===== config.mk =====
export PLATFORM = sky130hd
export DESIGN_NAME = mdio_master
export DESIGN_NICKNAME = d
export VERILOG_FILES = /design/src/rtl/mdio_master.sv
export SDC_FILE = /design/constraint.sdc
export NUM_CORES = 1
export LEC_CHECK = 0
export ABC_AREA = 1
export BUFFER_PORTS_ARGS = -buffer_cell sky130_fd_sc_hd__buf_4
export CORE_MARGIN = 2
export CORE_UTILIZATION = 35
export CTS_BUF_LIST = sky130_fd_sc_hd__clkbuf_2
export CTS_CLUSTER_SIZE = 24
export DETAILED_ROUTE_END_ITERATION = 16
export GPL_TIMING_DRIVEN = 0
export PLACE_DENSITY_LB_ADDON = 0.3
export SKIP_LAST_GASP = 1
export SYNTH_ARGS = -nofsm -noshare
export SYNTH_HDL_FRONTEND = slang
export SYNTH_SLANG_ARGS = --single-unit

===== constraint.sdc =====
create_clock -name clk -period 3.4 [get_ports clk]
set_input_delay 0.34 -clock clk [delete_from_list [all_inputs] [get_ports clk]]
set_output_delay 0.34 -clock clk [all_outputs]
set_load 0.05 [all_outputs]

===== src/rtl/mdio_master.sv =====
module mdio_master #(
  parameter int HALF_DIV = 10
) (
  input  logic        clk,
  input  logic        rst_n,
  input  logic        host_start,
  input  logic        host_rnw,
  input  logic [4:0]  host_phy,
  input  logic [4:0]  host_reg,
  input  logic [15:0] host_wdata,
  input  logic        mdio_in,
  output logic        mdc,
  output logic        mdio_out,
  output logic        mdio_oe,
  output logic        done,
  output logic        err,
  output logic [15:0] rd_data
);
  localparam int DW = $clog2(2 * HALF_DIV);
  localparam logic [DW-1:0] RISE_AT = DW'(HALF_DIV - 1);
  localparam logic [DW-1:0] FALL_AT = DW'(2 * HALF_DIV - 1);

  typedef enum logic [1:0] {S_PRE, S_IDLE, S_FRAME} st_t;

  st_t          st;
  logic [DW-1:0] div;
  logic [4:0]   bitcnt;
  logic [31:0]  shreg;
  logic [15:0]  rxsh;
  logic         rnw_q, ta_bad, sync1, start_s;

  wire tick_rise = (div == RISE_AT);
  wire tick_fall = (div == FALL_AT);
  wire req       = start_s && !done;
  wire in_frame  = (st == S_FRAME);

  assign mdio_out = in_frame ? shreg[31] : 1'b1;
  assign mdio_oe  = !(in_frame && rnw_q && (bitcnt >= 5'd14));

  always_ff @(posedge clk or negedge rst_n)
    if (!rst_n) {sync1, start_s} <= 2'b00;
    else        {sync1, start_s} <= {host_start, sync1};

  always_ff @(posedge clk or negedge rst_n) begin
    if (!rst_n) begin
      st <= S_PRE;  div <= '0;  mdc <= 1'b0;  bitcnt <= '0;
      shreg <= '0;  rxsh <= '0; rnw_q <= 1'b0; ta_bad <= 1'b0;
      done <= 1'b0; err <= 1'b0; rd_data <= '0;
    end else begin
      div <= tick_fall ? '0 : div + 1'b1;
      if (tick_rise) mdc <= 1'b1;
      if (tick_fall) mdc <= 1'b0;
      if (!start_s) done <= 1'b0;

      if (tick_rise && in_frame) begin
        if (bitcnt == 5'd15) ta_bad <= mdio_in;
        if (bitcnt[4])       rxsh   <= {rxsh[14:0], mdio_in};
      end

      if (tick_fall) begin
        case (st)
          S_PRE, S_IDLE: begin
            if (st == S_PRE && bitcnt != 5'd31) bitcnt <= bitcnt + 1'b1;
            else if (req) begin
              st     <= S_FRAME;
              bitcnt <= '0;
              rnw_q  <= host_rnw;
              err    <= 1'b0;
              shreg  <= {2'b01, host_rnw ? 2'b10 : 2'b01, host_phy, host_reg,
                         host_rnw ? 18'h3FFFF : {2'b10, host_wdata}};
            end else begin
              st     <= S_IDLE;
              bitcnt <= '0;
            end
          end
          default: begin
            if (bitcnt == 5'd15 && rnw_q && ta_bad) begin
              st <= S_PRE; bitcnt <= '0; err <= 1'b1; done <= 1'b1;
            end else if (bitcnt == 5'd31) begin
              st <= S_PRE; bitcnt <= '0; done <= 1'b1;
              if (rnw_q) rd_data <= rxsh;
            end else begin
              bitcnt <= bitcnt + 1'b1;
              shreg  <= {shreg[30:0], 1'b0};
            end
          end
        endcase
      end
    end
  end

  AST_DONE_HELD: assert property (@(posedge clk) disable iff (!rst_n)
    (done && start_s) |=> done);
  AST_DONE_DROPS: assert property (@(posedge clk) disable iff (!rst_n)
    (!start_s && !in_frame) |=> !done);
  AST_RDATA_ON_DONE: assert property (@(posedge clk) disable iff (!rst_n)
    (rd_data != $past(rd_data)) |-> ($rose(done) && !err));
  AST_ERR_ON_READ: assert property (@(posedge clk) disable iff (!rst_n)
    $rose(err) |-> (rnw_q && $rose(done)));
  AST_OUT_ON_FALL: assert property (@(posedge clk) disable iff (!rst_n)
    !$stable(mdio_out) |-> $fell(mdc));
  AST_OE_ON_FALL: assert property (@(posedge clk) disable iff (!rst_n)
    !$stable(mdio_oe) |-> $fell(mdc));
endmodule


# Word level (Yosys, flattened, before mapping)
# Cells that the tools add are included.
dict set report op_classes {
  n_addsub 2
  magnitude_cmp 1
  eq_ne 11
  mux 29
  n_bitwise 3
  n_reduce_logical 21
}
# operator n
set ops {}
lappend ops {{32-bit two-way mux} 5}
lappend ops {{5-bit two-way mux} 5}
lappend ops {{17-bit two-way mux} 1}
lappend ops {{1-bit two-way mux} 12}
lappend ops {{2-bit two-way mux} 6}
lappend ops {{5-bit by 1-bit adder with 5-bit output (second input constant)} 2}
lappend ops {{5-bit by 4-bit equality test with 1-bit output (second input constant)} 2}
lappend ops {{5-bit equality test (second input constant)} 2}
lappend ops {{5-bit AND reduction} 2}
lappend ops {{4-bit AND reduction} 2}
lappend ops {{1-bit logical AND} 7}
lappend ops {{5-bit by 4-bit >= comparator with 1-bit output (second input constant)} 1}
lappend ops {{5-bit != test (second input constant)} 1}
lappend ops {{2-bit by 1-bit != test with 1-bit output (second input constant)} 2}
lappend ops {{2-bit != test (second input constant)} 2}
lappend ops {{2-bit AND reduction} 2}
lappend ops {{2-bit nonzero test} 2}
lappend ops {{1-bit inverter} 3}
lappend ops {{3-bit AND reduction} 1}
lappend ops {{3-bit nonzero test} 1}
lappend ops {{2-bit by 1-bit equality test with 1-bit output (second input constant)} 1}
lappend ops {{2-bit equality test (second input constant)} 1}
lappend ops {{1-bit logical NOT} 2}
lappend ops {{2-bit logical NOT} 1}
lappend ops {{2-bit OR reduction} 1}
dict set report totals {
  regBits 83
  in_bits 31
  output_inout_bits 21
  elab_cells 80
}

# Longest topological paths before layout
# Gate-level depths: netlist of the first run.
dict set report logic_depth {
  ltp_word 6
  ltp_mapped 11
  ltp_nobuf 10
}

# Worst setup path before layout of the first run
# No wires, ideal clock.
dict set report synth_path {
  path_type {reg2reg}
  from {reg bitcnt[1]}
  to {reg shreg[10]}
  setup_ns 0.117
  t_arrival_ns 1.570
  required_ns 3.283
  setup_slack_ns 1.713
  path_stages_with_launch 12
  path_buffers 1
  period_less_slack_ns 1.687
  cell_sequence {dfrtp_1 -> ha_1 -> inv_1 -> nor2_1 -> ha_1 -> inv_1 -> nand2_1 -> nand2_1 -> nand3_4 -> buf_6 -> nand2_1 -> nand2_1}
}
dict set report synth_between {
  elab_chain_cells 5
  word_cells_on_any_way 10
  cone_classes {eq/ne (6); reduce/logical (4)}
}
# item line_no
set synth_lines {}
lappend synth_lines {{from (decl)} 27} ;# logic [4:0] bitcnt;
lappend synth_lines {{from (signal assigned)} 63} ;# if (st == S_PRE && bitcnt != 5'd31) bitcnt <= bitcnt + 1'b1;
lappend synth_lines {{from (signal assigned)} 83} ;# bitcnt <= bitcnt + 1'b1;
lappend synth_lines {{5-bit by 4-bit equality test with 1-bit output} 77} ;# if (bitcnt == 5'd15 && rnw_q && ta_bad) begin
lappend synth_lines {{1-bit logical AND (2 in series)} 77}
lappend synth_lines {{2-bit by 1-bit != test with 1-bit output (no line)} --}
lappend synth_lines {{5-bit AND reduction (no line) (*)} --}
lappend synth_lines {{to (signal assigned)} 69} ;# shreg <= {2'b01, host_rnw ? 2'b10 : 2'b01, host_phy, host_reg,
lappend synth_lines {{to (signal assigned)} 84} ;# shreg <= {shreg[30:0], 1'b0};
lappend synth_lines {{to (decl)} 28} ;# logic [31:0] shreg;
# Every way passes the cells marked *; elsewhere a longest branch is shown, timed or not.
# A chain may end at the register's enable or synchronous reset.

# Final worst setup path of the first run
dict set report layout_path {
  from {reg st[1]}
  to {out mdio_oe}
}
dict set report layout_between {
  elab_chain_cells 4
}
# item line_no
set layout_lines {}
lappend layout_lines {{from (decl)} 25} ;# st_t st;
lappend layout_lines {{from (signal assigned)} 46} ;# st <= S_PRE; div <= '0; mdc <= 1'b0; bitcnt <= '0;
lappend layout_lines {{from (signal assigned)} 65} ;# st <= S_FRAME;
lappend layout_lines {{from (signal assigned)} 72} ;# st <= S_IDLE;
lappend layout_lines {{2-bit equality test} 35} ;# wire in_frame = (st == S_FRAME);
lappend layout_lines {{1-bit logical AND (2 in series)} 38} ;# assign mdio_oe = !(in_frame && rnw_q && (bitcnt >= 5'd14));
lappend layout_lines {{1-bit logical NOT} 38}
lappend layout_lines {{to (decl)} 14} ;# output logic mdio_oe,
# Every way passes these cells.

==> out/results.ini, run 1 <==
[cells_and_area]
area_delta_synth_final_pct=19.41
fin_nets=571
final_cell_mix=nand2_1, dfrtp_1, buf_4
drive_above_1_share_pct=17.63
num_antenna_cells=0
final_common_cell=nand2_1

[worst_setup_path]
path_class=reg2out
cp-start-kind=flip-flop
reg2reg_depth=10
arrival_ns=1.74
r2r-start=bitcnt[1]
crit_path_end_kind=output port
r2r_end=shreg[11]
cp.required_ns=3.06
r2r_slack_ns=1.39
cp_max_fo=10

[synthesis]
async_flop_share_pct=100.0
synth_area_sq_um=3894
yosys_warnings=0
syn_inst=471
yosys_register_bits=83
synth_edf_count=0
mappedNetlistNets=508
syn_avg_cell_area_sq_um=8.267
synth_flop_cell=dfrtp_1
post_synth_num_cell_types=28
yosysSeqAreaShare_pct=53.34

[grt]
grt_pass1_vias=3148
grt_overflow=0
grt_usage_pct=15.57
grt_max_degree=84
grt_pass1_wl_um=14720
antenna_found_initial=0

[power]
p_seq_share_pct=55.2
power.density_cell_area_nw_per_um2=385.8
power_frac_comb_pct=4.2
power.internal_mw=1.409
p_sw_share_pct=21.43
ir_worst_vdd_v=0.0002486
clock_power_share_pct=40.6
p_leak_nw=2.208
total_power_mw=1.794
p_sw_uw=384.5

[placed_design]
dp_hpwl_um=5801
port-buffer-count=50
place.gp.congestion=0.7784

[cts]
postCtsSetupBuffers=0
path_clk_slew_ns=0.21
clockBufferDepth=2
cts_sinks=83
cts_root_buf=clkbuf_2
insertion_delay_ns=0.52
cts_tree=yes
numCtsBuffers=9
cts_htree_levels=3

[route]
drtIter0Drc=204
drcViolationCount=0
drt-pass1-iter-count=5
totalWireLength_um=8498
wire_per_inst_um=12.52
vias=3304
via_per_inst=4.866
ant_nets=0

[sta]
fmax_mhz=480.6
timing.final.crit_share_pct=61.20
clock_skew_ns=0.02263
setup_violations=0
fin_setup_tns_ns=0
hold_violations=0
slew_headroom_pct=30.16
rsz0062_at_grt=false
fin_crit_ns=2.081
worst_pin_slew_ns=1.048
report.final.slew_viol_count=0

[floorplan]
ioPinCount=52
dieArea_sq_um=11980
die_y_um=109.5
core_region_area_sq_um=10840
initial_utilization_pct=35.92
die_w_um=109.5
row_count=38

[outcome]
status=completed

[min_path]
min_path_cells=3
holdPathEnd=rxsh[0]
hold_start=mdio_in
hp-class=in2reg

[job]
maxCapViolations=0

## through the flow
stage	worst slack, ns	instances	hold slack (ns)	utilization (%)	area (sq um)
2_1_floorplan	1.713	471	0.04441	-	3894
3_3_place_gp	1.474	661	0.3388	41.00	4444
3_5_place_dp	1.445	661	0.3449	41.00	4444
4_1_cts	1.237	679	0.07021	42.89	4649
5_1_grt	1.124	679	0.07550	42.89	4649
6_report	1.319	679	0.1101	42.89	4649
## logic make-up (layout without fill, tap and decap cells)
kind of cell	Yosys count	after routing	share of synthesized area, %
simple gates	264	264	29.60
flops	83	83	53.34
buf+inv	58	126	6.909
compound gates	57	57	7.552
fa+ha+maj	6	6	1.928
xor+xnor	3	3	0.6749
## worst max-delay path: stages, from the launching register on
cell     delay, ns
dfrtp_1       0.37
buf_4         0.17
inv_2         0.09
nor2_1        0.25
nand3_1       0.15
buf_4         0.21
## worst max path at each step
stage                    from        end  slack, ns  cells after the start
global placement    bitcnt[1]  shreg[11]       1.47                     10
finish                  st[1]    mdio_oe       1.32                      5
detailed placement  bitcnt[1]   shreg[3]       1.44                     10
CTS                     st[1]    mdio_oe       1.24                      5
floorplan           bitcnt[1]  shreg[10]       1.71                     11
global route            st[1]    mdio_oe       1.12                      5
## sequential cells by signal, indices dropped and copies added (netlist names)
signal	count
bitcnt	5
div	5
done	1
err	1
mdc	1
rd_data	16
rnw_q	1
rxsh	16
shreg	32
st	2
start_s	1
sync1	1
ta_bad	1
## synthesized netlist by cell type, types with 2 or more instances
cell type | n | area (sq um)
inv_1 | 28 | 105.1
nand3_1 | 13 | 65.06
nor2_2 | 3 | 18.77
buf_4 | 4 | 30.03
nor2_1 | 14 | 52.55
dfrtp_1 | 83 | 2077
clkinv_1 | 2 | 7.510
clkbuf_1 | 9 | 33.78
buf_2 | 10 | 50.05
or2_2 | 2 | 12.51
nand2_1 | 194 | 728.2
o21ai_1 | 17 | 85.08
o21ai_0 | 37 | 185.2
buf_6 | 3 | 33.78
ha_1 | 6 | 75.07
xnor2_1 | 2 | 17.52
nand4_1 | 33 | 206.5
## routing by layer
metal  vias to the layer above  share of wire (%)  global-route usage [%]
li1                       1645                  -                       -
met1                      1568                 46                   20.54
met2                        82                 47                   25.13
met3                         9                4.8                   3.912
met4                         0                1.3                   4.973
met5                         -                  0                       0
## what timing repair did
item / in CTS / in global routing
endpoints found under the hold margin: 62 / 0
gates resized for setup: 0 / 0
hold buffers: 2 / 0
## final cells by class
class	count	area, sq um
Fill cell	1097	6191
Sequential cell	83	2077
Multi-Input combinational cell	330	1548
Timing Repair Buffer	52	395.4
Tap cell	140	175.2
Buffer	27	152.6
Clock inverter	7	140.1
Inverter	31	116.4
Clock buffer	9	45.04
## power by group through the flow
stage | logic (mW) | registers [mW] | clock network (mW)
after global placement | 0.0737 | 1.01 | 0
after CTS | 0.0769 | 0.991 | 0.761
after floorplan | 0.0220 | 1.01 | 0
after global routing | 0.0861 | 0.992 | 0.797
final | 0.0745 | 0.991 | 0.729
after detailed placement | 0.0749 | 1.01 | 0
No activity file was read; power rests on OpenSTA's default activity.
==> run 2: changes to the inputs <==
==> constraint.sdc (replaced) <==
create_clock -name clk -period 1.9 [get_ports clk]
set_input_delay 0.19 -clock clk [delete_from_list [all_inputs] [get_ports clk]]
set_output_delay 0.19 -clock clk [all_outputs]
set_load 0.05 [all_outputs]
==> run 2 against run 1 <==
  * Cell area grew 8.4%
  * Critical path depth grew 1
  * Combinational power grew 120%
  * Wire length grew 3.9%
  * Clock power grew 80%
  * Flip-flop and latch count is the same
==> out/results.ini, run 2 (synthesis results as in run 1) <==
[power]
p_sw_share_pct=21.56
clock_power_share_pct=40.4
ir_worst_vdd_v=0.0004464
p_seq_share_pct=54.6
p_sw_uw=699.6
power_frac_comb_pct=5.0
total_power_mw=3.245
p_leak_nw=2.391
power.density_cell_area_nw_per_um2=644.1
power.internal_mw=2.546

[cells_and_area]
final_util_pct=46.48
largest_reg_flops=32
area_delta_synth_final_pct=29.40
final_area_sq_um=5039
final_common_cell=nand2_1
drive_above_1_share_pct=20.95
fill_cells=1059
num_antenna_cells=0
fin_nets=600
final_cell_mix=nand2_1, dfrtp_1, buf_4
largestRegisters=shreg x32, rd_data x16, rxsh x16
regMostFlops=shreg

[floorplan]
die_y_um=109.5
initial_utilization_pct=35.92
ioPinCount=52
die_w_um=109.5
dieArea_sq_um=11980
core_region_area_sq_um=10840
row_count=38

[worst_setup_path]
arrival_ns=1.67
r2r_slack_ns=0.09
r2r-start=bitcnt[1]
r2r_end=shreg[8]
path_class=reg2out
cp.required_ns=1.71
cp-start-kind=flip-flop
cp_max_fo=2
crit_path_end_kind=output port
reg2reg_depth=10

[route]
wire_per_inst_um=12.47
vias=3444
drtIter0Drc=184
ant_nets=0
drcViolationCount=0
via_per_inst=4.864
totalWireLength_um=8829
drt-pass1-iter-count=4

[grt]
grt_pass1_wl_um=15010
grt_max_degree=84
grt_usage_pct=15.85
grt_pass1_vias=3237
grt_overflow=0
antenna_found_initial=0

[placed_design]
pre_cts_ws_ns=-0.05504
dp_hpwl_um=5801
place.gp.congestion=0.7784
port-buffer-count=50
placed_area_sq_um=4444

[sta]
slew_headroom_pct=30.24
worst_pin_slew_ns=1.046
rsz0062_at_grt=true
whs_ns=0.05532
hold_violations=0
clock_skew_ns=0.01673
setup_violations=0
timing.final.crit_share_pct=97.99
report.final.slew_viol_count=0
worst_slack_ns=0.03825
fin_crit_ns=1.862
fmax_mhz=537.1

[min_path]
holdPathEnd=shreg[10]
min_path_cells=5
hp-class=in2reg
hold_start=host_wdata[10]

[cts]
path_clk_slew_ns=0.22
numCtsBuffers=9
insertion_delay_ns=0.52
clockBufferDepth=2
cts_root_buf=clkbuf_2
cts_tree=yes
cts_htree_levels=3
cts_sinks=83

[outcome]
status=completed

[job]
maxCapViolations=0

## run 2: layer usage
layer,vias to the layer above,track usage [%],share of wire (%)
li1,1708,-,-
met1,1632,20.54,45
met2,93,25.93,49
met3,11,4.031,4.8
met4,0,5.154,1.3
met5,-,0,0
## run 2: how the worst max path moves through the flow
stage	startpoint	slack, ns	end
6_report	bitcnt[1]	0.04	mdio_oe
3_3_place_gp	bitcnt[1]	-0.03	shreg[11]
2_1_floorplan	bitcnt[1]	0.21	shreg[10]
3_5_place_dp	bitcnt[1]	-0.06	shreg[3]
5_1_grt	bitcnt[1]	-0.07	mdio_oe
4_1_cts	bitcnt[0]	-0.06	mdio_oe
## run 2: power groups by stage
stage / Combinational [mW] / Clock [mW] / Sequential [mW]
6_report: 0.163 / 1.31 / 1.77
5_1_grt: 0.186 / 1.43 / 1.77
4_1_cts: 0.165 / 1.36 / 1.77
3_3_place_gp: 0.132 / 0 / 1.80
2_1_floorplan: 0.0393 / 0 / 1.80
3_5_place_dp: 0.134 / 0 / 1.80
## run 2: worst max-delay path, cell delays in order, from the launching register on
cell	delay, ns
dfrtp_1	0.45
buf_6	0.13
ha_4	0.14
nor2_2	0.10
o21ai_1	0.07
nand3_1	0.10
buf_6	0.17
## run 2: area by class of cell
class / count / area (sq um) / area share, %
plain buffers: 26 / 178.9 / 3.551
clock buffers: 9 / 45.04 / 0.8940
clock inverters: 7 / 140.1 / 2.781
inverters: 31 / 116.4 / 2.309
multi-input cells: 330 / 1598 / 31.71
flip-flops and latches: 83 / 2077 / 41.22
well taps: 140 / 175.2 / 3.477
repair buffers: 82 / 708.2 / 14.06
## run 2: per-stage QoR
step                      setup TNS, ns  instances
after floorplan                       0        471
after global placement          -0.3420        661
after detailed placement         -1.035        661
after CTS                      -0.06394        697
after global routing            -0.1666        708
final                                 0        708
## run 2: what timing repair did
item	in CTS	in global routing
hold buffers	19	1
hold endpoints to repair	102	1
pin swaps	0	6
resized for setup	2	35
setup endpoints to repair	41	49
buffers inserted	1	9
gates cloned	0	2
==> run 3: changes to the inputs <==
--- a/config.mk
+++ b/config.mk
@@ -9,10 +9,11 @@
 export BUFFER_PORTS_ARGS = -buffer_cell sky130_fd_sc_hd__buf_4
 export CORE_MARGIN = 2
 export CORE_UTILIZATION = 35
-export CTS_BUF_LIST = sky130_fd_sc_hd__clkbuf_2
+export CTS_BUF_LIST = sky130_fd_sc_hd__clkbuf_8 sky130_fd_sc_hd__clkbuf_16
 export CTS_CLUSTER_SIZE = 24
 export DETAILED_ROUTE_END_ITERATION = 16
 export GPL_TIMING_DRIVEN = 0
+export HOLD_SLACK_MARGIN = 0.1
 export PLACE_DENSITY_LB_ADDON = 0.3
 export SKIP_LAST_GASP = 1
 export SYNTH_ARGS = -nofsm -noshare
==> run 3 against run 2 <==
  * Clock skew fell by 0.0084 ns
  * Die area did not move
  * Maximum frequency rose by 6.9%
  * Via count fell by 3.4%
  * First-iteration DRC count rose by 28%
  * Setup slack improved by 0.12 ns
  * Critical path depth rose by 4
  * Highest routed layer unchanged
  * Wire length fell by 1.4%
  * Power rose by 11%
==> out/results.ini, run 3 (synthesis results as in run 1) <==
[sta]
report.final.slew_viol_count=0
fin_crit_ns=1.741
rsz0062_at_grt=true
clock_skew_ns=0.008356
worst_slack_ns=0.1591
setup_violations=0
timing.final.crit_share_pct=91.63
slew_headroom_pct=29.88
worst_pin_slew_ns=1.052
fmax_mhz=574.4
hold_violations=0

[worst_setup_path]
cp.required_ns=2.14
cp-startpoint=bitcnt[1]
r2r-start=bitcnt[1]
arrival_ns=1.98
cp-start-kind=flip-flop
cp_max_fo=10
crit_path_end_kind=flip-flop
path_class=reg2reg

[cts]
path_clk_slew_ns=0.08
numCtsBuffers=9
cts_htree_levels=3
insertion_delay_ns=0.35
cts_tree=yes
cts_root_buf=clkbuf_8
clockBufferDepth=2
cts_sinks=83

[min_path]
hp-class=in2reg
hold_start=mdio_in

[placed_design]
pre_cts_ws_ns=-0.05504
port-buffer-count=50
dp_hpwl_um=5801
place.gp.congestion=0.7784

[route]
via_per_inst=4.870
drtIter0Drc=236
vias=3326
totalWireLength_um=8705
drcViolationCount=0
drt-pass1-iter-count=4
wire_per_inst_um=12.75
ant_nets=0

[cells_and_area]
largest_reg_flops=32
regMostFlops=shreg
final_common_cell=nand2_1
num_antenna_cells=0
fin_nets=575
fill_cells=1071
area_delta_synth_final_pct=24.42
drive_above_1_share_pct=20.26
largestRegisters=shreg x32, rd_data x16, rxsh x16
register_area_sq_um=2077
multiInputGateArea_sq_um=1609
final_cell_mix=nand2_1, dfrtp_1, buf_4
final_util_pct=44.69

[floorplan]
die_w_um=109.5
ioPinCount=52
core_region_area_sq_um=10840
die_y_um=109.5
row_count=38
dieArea_sq_um=11980
initial_utilization_pct=35.92

[grt]
grt_pass1_vias=3141
grt_usage_pct=15.65
grt_max_degree=84
antenna_found_initial=0
grt_overflow=0
grt_pass1_wl_um=14750

[outcome]
status=completed

[power]
p_leak_nw=2.285
ir_worst_vdd_v=0.0004971
power.density_cell_area_nw_per_um2=740.4

[job]
maxCapViolations=0

[run 3: critical path: stages, from the launching register on]
cell	delay [ns]
dfrtp_1	0.39
ha_1	0.18
inv_1	0.08
nor2_4	0.15
ha_2	0.20
nand3_2	0.09
nand2_2	0.10
inv_1	0.07
nand2_2	0.12
buf_4	0.17
o21ai_0	0.08
[run 3: what timing repair did]
| item | in CTS | in global routing |
|---|---|---|
| endpoints found under the hold margin | 84 | 0 |
| pin swaps | 0 | 1 |
| setup buffers | 0 | 3 |
| resized for setup | 2 | 26 |
| cloned | 0 | 1 |
| endpoints found under the setup margin | 33 | 48 |
| hold buffers | 2 | 0 |
[run 3: through the flow]
step	cells	hold WS, ns	instance area [sq um]	total power, mW	setup TNS, ns
2_1_floorplan	471	-0.1056	3894	1.843	0
3_3_place_gp	661	0.3012	4444	1.935	-0.3420
3_5_place_dp	661	0.3006	4444	1.937	-1.035
4_1_cts	679	0.1182	4743	3.655	-0.001246
5_1_grt	683	0.1492	4845	3.736	-0.1172
6_report	683	0.1398	4845	3.587	0
[run 3: final cells by class]
class	instances	area share, %
Multi-Input combinational cell	331	33.21
Inverter	31	2.402
Timing Repair Buffer	55	8.626
Clock inverter	6	2.815
Sequential cell	83	42.87
Tap cell	140	3.616
Buffer	27	3.616
Clock buffer	10	2.841
[run 3: path summary, 6_finish.rpt]
| check | to | slack [ns] | cells after the start |
|---|---|---|---|
| max | rd_data[11] | 0.16 | 10 |
| min | rxsh[0] | 0.14 | 3 |
| max reg2reg | rd_data[11] | 0.16 | 10 |
| min reg2reg | start_s | 0.36 | 0 |
| max in group asynchronous | shreg[11] | 0.67 | 2 |
| min in group asynchronous | rd_data[1] | 0.57 | 2 |
[run 3: per-layer routing]
| layer | GRT usage (%) | vias to the layer above | routed length, um | part of all wire [%] |
|---|---|---|---|---|
| li1 | - | 1657 | - | - |
| met1 | 20.62 | 1579 | 4026 | 46 |
| met2 | 25.18 | 78 | 4196 | 48 |
| met3 | 4.090 | 12 | 388 | 4.5 |
| met4 | 4.973 | 0 | 93 | 1.1 |
| met5 | 0 | - | 0 | 0 |
[run 3: report_power, final]
| group | leakage (nW) | switching (mW) | internal [mW] |
|---|---|---|---|
| Clock | 0.133 | 0.643 | 1.04 |
| Combinational | 1.18 | 0.0792 | 0.0542 |
| Sequential | 0.974 | 0.000747 | 1.77 |
